### src/rtl/smul_pkg.sv
package smul_pkg;
  typedef enum logic [2:0] {
    ST_IDLE,
    ST_MLOAD,
    ST_MWAIT,
    ST_ACC,
    ST_DONE
  } seq_state_t;

  typedef enum logic [1:0] {
    MD_UU,
    MD_SS,
    MD_SU
  } mul_mode_t;

  localparam int unsigned NUM_STEPS = 4;
  localparam int unsigned STEP_W    = $clog2(NUM_STEPS);
endpackage

### src/rtl/smul_bytemul.sv
module smul_bytemul
  import smul_pkg::*;
#(
  parameter int unsigned W = 8
) (
  input  logic            clk,
  input  logic            rst,
  input  logic            ld,
  input  logic [W-1:0]    x,
  input  logic [W-1:0]    y,
  input  mul_mode_t       mode,
  output logic [2*W-1:0]  prod
);
  localparam int unsigned PW = 2 * W;

  logic [W-1:0]      x_q, y_q;
  mul_mode_t         mode_q;
  logic signed [W:0] xe, ye;
  logic signed [2*W+1:0] full;

  // stage 1: operand capture
  always_ff @(posedge clk) begin
    if (rst) begin
      x_q    <= '0;
      y_q    <= '0;
      mode_q <= MD_UU;
    end else if (ld) begin
      x_q    <= x;
      y_q    <= y;
      mode_q <= mode;
    end
  end

  // sign extension by mode: x signed unless UU, y signed only for SS
  always_comb begin
    xe   = $signed({(mode_q != MD_UU) & x_q[W-1], x_q});
    ye   = $signed({(mode_q == MD_SS) & y_q[W-1], y_q});
    full = xe * ye;
  end

  // stage 2: product register
  always_ff @(posedge clk) begin
    if (rst) prod <= '0;
    else     prod <= full[PW-1:0];
  end
endmodule

### src/rtl/smul_ctrl.sv
module smul_ctrl
  import smul_pkg::*;
(
  input  logic              clk,
  input  logic              rst,
  input  logic              start,
  output seq_state_t        state,
  output logic [STEP_W-1:0] step,
  output logic              launch,
  output logic              busy,
  output logic              done
);
  localparam logic [STEP_W-1:0] LAST = STEP_W'(NUM_STEPS - 1);

  assign launch = (state == ST_IDLE) && start;

  always_ff @(posedge clk) begin
    if (rst) begin
      state <= ST_IDLE;
      step  <= '0;
      busy  <= 1'b0;
      done  <= 1'b0;
    end else begin
      done <= 1'b0;
      unique case (state)
        ST_IDLE: if (start) begin
          state <= ST_MLOAD;
          step  <= '0;
          busy  <= 1'b1;
        end
        ST_MLOAD: state <= ST_MWAIT;
        ST_MWAIT: state <= ST_ACC;
        ST_ACC: begin
          if (step == LAST) begin
            state <= ST_DONE;
            done  <= 1'b1;
          end else begin
            state <= ST_MLOAD;
            step  <= step + 1'b1;
          end
        end
        ST_DONE: begin
          state <= ST_IDLE;
          busy  <= 1'b0;
        end
        default: state <= ST_IDLE;
      endcase
    end
  end
endmodule

### src/rtl/smul_accum.sv
module smul_accum
  import smul_pkg::*;
#(
  parameter int unsigned H = 8
) (
  input  logic              clk,
  input  logic              rst,
  input  logic              en,
  input  logic [STEP_W-1:0] step,
  input  logic [2*H-1:0]    part,
  output logic [4*H-1:0]    acc
);
  localparam int unsigned AW = 4 * H;
  localparam int unsigned PW = 2 * H;

  logic [AW-1:0] cross_term, sign_fix;

  // cross term sits at byte offset 1; its sign bit is removed from the top byte
  assign cross_term = {{H{1'b0}}, part, {H{1'b0}}};
  assign sign_fix   = {{(H-1){1'b0}}, part[PW-1], {(3*H){1'b0}}};

  always_ff @(posedge clk) begin
    if (rst) begin
      acc <= '0;
    end else if (en) begin
      unique case (step)
        STEP_W'(0): acc <= {part, {PW{1'b0}}};
        STEP_W'(1): acc <= {acc[AW-1:PW], part};
        default:    acc <= acc - sign_fix + cross_term;
      endcase
    end
  end
endmodule

### src/rtl/smul16_seq.sv
module smul16_seq
  import smul_pkg::*;
#(
  parameter int unsigned OP_W = 16
) (
  input  logic              clk,
  input  logic              rst,
  input  logic              start,
  input  logic [OP_W-1:0]   op_a,
  input  logic [OP_W-1:0]   op_b,
  output logic              busy,
  output logic              done,
  output logic [2*OP_W-1:0] product
);
  localparam int unsigned H = OP_W / 2;

  seq_state_t        state;
  logic [STEP_W-1:0] step;
  logic              launch;
  logic [OP_W-1:0]   a_q, b_q;
  logic [H-1:0]      mx, my;
  mul_mode_t         mmode;
  logic [OP_W-1:0]   part;

  smul_ctrl u_ctrl (
    .clk(clk), .rst(rst), .start(start),
    .state(state), .step(step), .launch(launch),
    .busy(busy), .done(done)
  );

  always_ff @(posedge clk) begin
    if (rst) begin
      a_q <= '0;
      b_q <= '0;
    end else if (launch) begin
      a_q <= op_a;
      b_q <= op_b;
    end
  end

  // byte selection per step: hi*hi, lo*lo, Ahi*Blo, Bhi*Alo
  always_comb begin
    unique case (step)
      STEP_W'(0): begin mx = a_q[OP_W-1:H]; my = b_q[OP_W-1:H]; mmode = MD_SS; end
      STEP_W'(1): begin mx = a_q[H-1:0];    my = b_q[H-1:0];    mmode = MD_UU; end
      STEP_W'(2): begin mx = a_q[OP_W-1:H]; my = b_q[H-1:0];    mmode = MD_SU; end
      default:    begin mx = b_q[OP_W-1:H]; my = a_q[H-1:0];    mmode = MD_SU; end
    endcase
  end

  smul_bytemul #(.W(H)) u_mul (
    .clk(clk), .rst(rst), .ld(state == ST_MLOAD),
    .x(mx), .y(my), .mode(mmode), .prod(part)
  );

  smul_accum #(.H(H)) u_acc (
    .clk(clk), .rst(rst), .en(state == ST_ACC),
    .step(step), .part(part), .acc(product)
  );
endmodule

### config.mk
export PLATFORM = sky130hd
export DESIGN_NAME = smul16_seq
export DESIGN_NICKNAME = d
export VERILOG_FILES = /design/src/rtl/smul_pkg.sv /design/src/rtl/smul_bytemul.sv /design/src/rtl/smul_ctrl.sv /design/src/rtl/smul_accum.sv /design/src/rtl/smul16_seq.sv
export SDC_FILE = /design/constraint.sdc
export NUM_CORES = 1
export LEC_CHECK = 0
export BUFFER_PORTS_ARGS = -buffer_cell sky130_fd_sc_hd__buf_2
export CAP_MARGIN = 25
export CORE_UTILIZATION = 47
export DETAILED_ROUTE_END_ITERATION = 8
export GPL_TIMING_DRIVEN = 0
export PLACE_DENSITY_LB_ADDON = 0.2
export SETUP_SLACK_MARGIN = 0.15
export SYNTH_ARGS = -nofsm -noshare
export SYNTH_HDL_FRONTEND = slang
export SYNTH_HIERARCHICAL = 1
export SYNTH_SLANG_ARGS = --single-unit
### constraint.sdc
create_clock -name clk -period 5.1 [get_ports clk]
set_input_delay 0.255 -clock clk [delete_from_list [all_inputs] [get_ports clk]]
set_output_delay 0.255 -clock clk [all_outputs]
set_load 0.02 [all_outputs]
# Word level (Yosys, flattened, before mapping)
# Index checks and enable logic that the tools add are counted.
totals:
  regBits: 105
  latch_bits: 0
  ramBits: 0
  romBits: 0
  in_bits: 35
  word_cells: 55
  memories: 0
classes:
  add_sub_neg: 3
  n_mul: 1
  n_div: 0
  order_cmp: 0
  n_eq_ne: 10
  n_shift: 0
  n_mux: 13
  bitwise_logic: 4
  reduce_logical: 12
ops:
  columns: ["operator", "n"]
  rows:
  - ["$pmux W32 S2", 1]
  - ["$add A32 B24 Y32", 1]
  - ["$pmux W8 S2", 2]
  - ["$sub A32 B25 Y32", 1]
  - ["$mul A9 B9 Y16", 1]
  - ["$pmux W3 S4", 1]
  - ["$pmux W2 S2", 2]
  - ["$eq A3 B2 Y1 const B", 2]
  - ["$mux W3", 2]
  - ["$reduce_bool A2 Y1", 3]
  - ["$reduce_or A2 Y1", 3]
  - ["$eq A2 B1 Y1 const B", 2]
  - ["$eq A2 B2 Y1 const B", 2]
  - ["$mux W2", 2]
  - ["$ne A2 B2 Y1 const B", 2]
  - ["$reduce_and A2 Y1", 2]
  - ["$eq A3 B1 Y1 const B", 1]
  - ["$eq A3 B3 Y1 const B", 1]
  - ["$logic_not A3 Y1", 1]
  - ["$reduce_and A3 Y1", 1]
  - ["$add A2 B1 Y2 const B", 1]
  - ["$and A1 B1 Y1", 2]
  - ["$logic_not A2 Y1", 1]
  - ["$mux W1", 2]
  - ["other kinds (3)", 4]

# Logic depth before layout (Yosys ltp)
depth:
  depth_word: 3
  depth_mapped: 18
  depth_no_buf: 17

# Modules after synthesis
# The synthesis kept the hierarchy.
by_module_without_submodules:
  columns: ["mod", "instances", "cells_each", "area_per_inst_um2"]
  rows:
  - ["smul_bytemul", 1, 424, 3880.0]
  - ["smul_accum", 1, 494, 3641.0]
  - ["smul16_seq", 1, 169, 1572.8]
  - ["smul_ctrl", 1, 30, 289.0]

# Worst setup path before layout
# Ideal clock, no wire load.
synth_timing:
  path_kind: "register to register"
  startpoint: "register u_mul.y_q[7]"
  endpoint: "register u_mul.prod[15]"
  t_arrival_ps: 5039
  required_ps: 4979
  slack_ps: -60
  stages_incl_launch_ff: 18
  n_path_buf: 1
  synth_period_minus_slack_ps: 5160
  cell_sequence: "dfxtp_1 -> clkbuf_1 -> nand3b_1 -> or2_2 -> fa_1 -> fa_1 -> inv_1 -> fa_1 -> fa_1 -> inv_1 -> fa_1 -> inv_1 -> ha_1 -> nand3_1 -> o22a_1 -> a211oi_2 -> nor3_1 -> mux2_4"
synth_via:
  elab_chain_cells: 2
synth_rtl:
  columns: ["element", "line_no", "source"]
  rows:
  - ["start, declared", "smul_bytemul.sv:16", "logic [W-1:0] x_q, y_q;"]
  - ["start signal, assigned", "smul_bytemul.sv:29", "y_q <= y;"]
  - ["$and A1 B1 Y1", "smul_bytemul.sv:37", "ye = $signed({(mode_q == MD_SS) & y_q[W-1], y_q});"]
  - ["$mul A9 B9 Y16 *", "smul_bytemul.sv:38", "full = xe * ye;"]
  - ["end signal, assigned", "smul_bytemul.sv:44", "else prod <= full[PW-1:0];"]
  - ["end, declared", "smul_bytemul.sv:12", "output logic [2*W-1:0] prod"]
# Every way passes the cells marked *; elsewhere a longest branch is shown, timed or not.
# A chain may end at the register's enable or synchronous reset.

# Final worst setup path
# Same ends and word-level chain as after synthesis.

==> flow_summary_export.csv <==
group,metric,value,unit
sta,slew_violations,0,
global_route,grt_max_degree,21,
critical_path,worst_r2r_endpoint,"u_mul/prod[15]",
detailed_routing,drc_errors,0,
sta,skew,0.008660,ns
synth,ys_seq_area_share,22.40,%
critical_path,crit_start,"u_mul/y_q[7]",
pwr,total_power,2868,µW
detailed_routing,drt-vias-per-instance,5.298,
clocking,ctsLongestPathBuffers,2,
clocking,cts_made_buffers,9,
pwr,power_switching,1096,µW
sta,worstMarginPinSlew,0.8078,ns
pwr,p_leak,0.004891,µW
synth,synth-seq-cells,105,
clocking,h-tree-depth,3,
synth,syn_area,0.009383,mm²
hold_path,hp-start,"op_a[13]",
critical_path,crit_top_cell,"fa_1",
cells_and_area,n_antenna_cell,0,
floorplanning,pin_count,69,
run,maxCapViolCount,0,
critical_path,timing.rr.start,"u_mul/y_q[7]",
global_route,grt_first_pass_wirelength,37870,µm
critical_path,cp_top_family,"adder cells",
detailed_routing,drt_wl_total,23420,µm
status,status,"complete, no violations",
placement,post-dp-hpwl,18510,µm
critical_path,worstSetupEndpoint,"u_mul/prod[15]",
pwr,cellPowerDensity,272.3,mW/mm²
clocking,cts_tree,"built",
placement,dp_cells,1450,
clocking,postCtsHoldBufs,0,
floorplanning,die_area,0.02053,mm²
detailed_routing,wl_per_cell,15.91,µm
placement,postPlaceCellArea,0.01008,mm²
critical_path,critPathBufInv,3,
critical_path,cp_slowest_cell,"fa_1",
global_route,track_usage,23.76,%
sta,period_minus_slack,4.843,ns
critical_path,r2r_cells,16,
sta,finalHoldViolCount,0,
cells_and_area,drive_above_1_share,14.42,%
pwr,peakVddDrop,0.0002653,V
detailed_routing,drt_pass1_iterations,5,
critical_path,path_cells,"buf_8 -> nand3b_1 -> buf_6 -> or2_2 -> fa_1 -> fa_1 -> fa_1 -> inv_1 -> fa_1 -> ha_1 -> ha_4 -> nand3_2 -> o22a_1 -> a211oi_2 -> nor3_1 -> mux2_4",
pwr,p_sw_share,38.23,%
floorplanning,rows,51,
synth,syn-num-nets,1301,
pwr,p_comb_share,42.8,%
clocking,cts_root_buf,"clkbuf_16",
synth,async_flop_share,0,%
cells_and_area,fin_area,0.01053,mm²
cells_and_area,area_growth_syn_to_layout,12.27,%
global_route,grt_pass1_vias,7497,
synth,ys.flop_type,"dfxtp_1",
critical_path,cp.depth,16,
synth,yosysWarnings,6,
sta,fmax,206.5,MHz
critical_path,crit_type,"register to register",
clocking,path_clk_slew,0.08,ns
synth,syn_inst,1117,
clocking,cts.sinks,105,
floorplanning,coreArea,0.01953,mm²
cells_and_area,layout.nets,1386,
clocking,clk_latency,0.36,ns
synth,yosys.area.top_type,"dfxtp_1",
floorplanning,die_w,143.3,µm
hold_path,hold_path.class,"input pin to register",
cells_and_area,final_cell_count_no_fill,1472,
critical_path,slowest_delay,0.54,ns
detailed_routing,drt_iter0_drc,470,
synth,syn_area_per_cell,8.400,µm²
global_route,antenna_found_initial,0,
synth,synth_area_leaders,"dfxtp_1 22%, fa_1 13%, ha_1 11%",
synth,synth_cell_types,76,
detailed_routing,drtAntennaViolNets,0,
detailed_routing,via_count,7799,
pwr,internal_power,1771,µW
placement,gp_congestion,0.9275,
floorplanning,start_util,48.05,%
critical_path,cp.required,5.35,ns
pwr,p_clk_share,25.2,%
critical_path,setup.worst_path.end_class,"register",
placement,io_buffers,68,
synth,synth_top_area_share,22.40,%
sta,layout_worst_path_cycle_share,94.95,%
critical_path,arrival,5.09,ns
critical_path,start_kind,"register",
sta,rsz0062_at_grt,"true",
sta,slew_headroom,45.95,%
pwr,seqPwrFrac,32.1,%
critical_path,cp_max_fo,6,
synth,synth_enable_flop_cells,0,
floorplanning,die_y,143.3,µm
global_route,overflow,0,
sta,setup_viol,0,
critical_path,r2r_slack,0.26,ns
-- per-stage QoR --
stage,setup slack (ns),setup TNS (ns),util [%],hold slack (ns)
final,0.2574,0,53.95,0.1222
after floorplan,0.1671,0,-,0.3241
after CTS,0.1524,0,53.39,0.1115
after global placement,-0.1374,-0.1374,51.62,0.4679
after detailed placement,-0.2314,-0.2498,51.62,0.4738
after global routing,0.1282,0,53.95,0.1285
-- worst min-delay path by stage --
stage,to,slack (ns),cells after the start
floorplan,u_ctrl/step[0],0.32,1
global placement,register,0.47,2
detailed placement,register,0.47,2
CTS,a_q[13],0.11,3
global route,a_q[15],0.13,3
finish,a_q[13],0.12,3
-- timing repair --
| item | CTS | global route |
|---|---|---|
| pin swaps | 3 | 16 |
| endpoints found under the setup margin | 5 | 5 |
| setup buffers | 3 | 3 |
| resized for setup | 4 | 36 |
-- sequential cells by signal (all words and copies together) (netlist names), named ones only --
signal / cells
u_mul/mode_q: 2
u_ctrl/step: 2
u_ctrl/done: 1
b_q: 16
u_mul/x_q: 8
a_q: 16
u_ctrl/busy: 1
u_acc/acc: 30
u_mul/prod: 16
u_mul/y_q: 8
u_ctrl/state: 3
-- cell usage after synthesis, drive strengths merged, types with 3 or more instances --
library cell	instances
nor3	19
nor2b	17
nand3	13
nand4	8
a21oi	55
and3	5
nand2b	8
mux2i	52
xnor2	29
inv	177
nor3b	5
nor2	99
and2	34
a21o	19
o211ai	7
clkbuf	36
o21ai	43
fa	63
o221ai	3
dfxtp	105
o22ai	13
nand2	76
a311oi	3
a2bb2oi	7
a211oi	16
buf	23
or2	8
a22oi	23
xor2	10
o21bai	8
o21a	8
a31oi	7
ha	86
-- layout make-up --
type / count / area, µm²
tap: 265 / 331.6
inverter: 177 / 664.4
multi-input combinational: 776 / 6399
timing repair buffer: 74 / 389.1
buffer: 59 / 334.1
sequential: 105 / 2106
fill: 1904 / 8992
clock inverter: 6 / 71.32
clock buffer: 10 / 239.0
-- worst reg2reg max path, stage by stage, from the launching register on --
cell	delay, ns
dfxtp_2	0.35
buf_8	0.10
nand3b_1	0.13
buf_6	0.17
or2_2	0.28
fa_1	0.49
fa_1	0.53
fa_1	0.54
inv_1	0.05
fa_1	0.47
ha_1	0.35
ha_4	0.30
nand3_2	0.07
o22a_1	0.25
a211oi_2	0.28
nor3_1	0.08
mux2_4	0.28
-- power by group through the flow --
| stage | clock (µW) | sequential [µW] | combinational, µW |
|---|---|---|---|
| 2_1_floorplan | 0 | 938 | 933 |
| 3_3_place_gp | 0 | 937 | 1200 |
| 3_5_place_dp | 0 | 938 | 1190 |
| 4_1_cts | 744 | 919 | 1210 |
| 5_1_grt | 767 | 928 | 1330 |
| 6_report | 722 | 920 | 1230 |
-- kinds of logic after synthesis --
group | share of synthesized area [%]
flops | 22.40
mux | 5.707
xor+xnor | 3.640
simple gates | 15.47
fa+ha+maj | 24.91
compound gates | 17.55
buf+inv | 10.32
-- layout by cell type (no fill, tap or decap), types with 4 or more instances in the layout --
master | synthesis | routed
clkbuf_1 | 35 | 24
and2_1 | 34 | 33
ha_4 | 0 | 4
a21oi_1 | 50 | 49
xnor2_1 | 29 | 28
a211oi_1 | 15 | 15
nor2_1 | 99 | 99
inv_1 | 177 | 175
nand2_1 | 76 | 76
o22ai_1 | 13 | 13
a22oi_1 | 23 | 23
nor3_1 | 19 | 19
nor3b_1 | 4 | 4
clkbuf_16 | 0 | 9
fa_1 | 63 | 61
xor2_1 | 10 | 10
a31oi_1 | 5 | 5
o211ai_1 | 5 | 5
clkbuf_2 | 1 | 11
dfxtp_1 | 105 | 102
o21ai_0 | 36 | 35
nand4_1 | 8 | 8
o21ai_1 | 4 | 5
or2_2 | 6 | 5
buf_4 | 2 | 7
buf_2 | 14 | 81
mux2i_1 | 52 | 52
a2bb2oi_1 | 7 | 7
o21bai_1 | 8 | 8
o21a_1 | 8 | 7
ha_1 | 86 | 81
nand2b_1 | 7 | 7
nor2b_1 | 17 | 17
a21oi_2 | 5 | 6
a21o_1 | 19 | 19
nand3_1 | 13 | 12
-- metal layers --
metal  wire [µm]  part of all wire [%]  track usage (%)
met1       10740                    46            31.24
met2       11440                    49            41.34
met3         924                   3.9            2.999
met4         308                   1.3            5.711
met5           0                     0                0
Power figures use the tool's default switching activity.
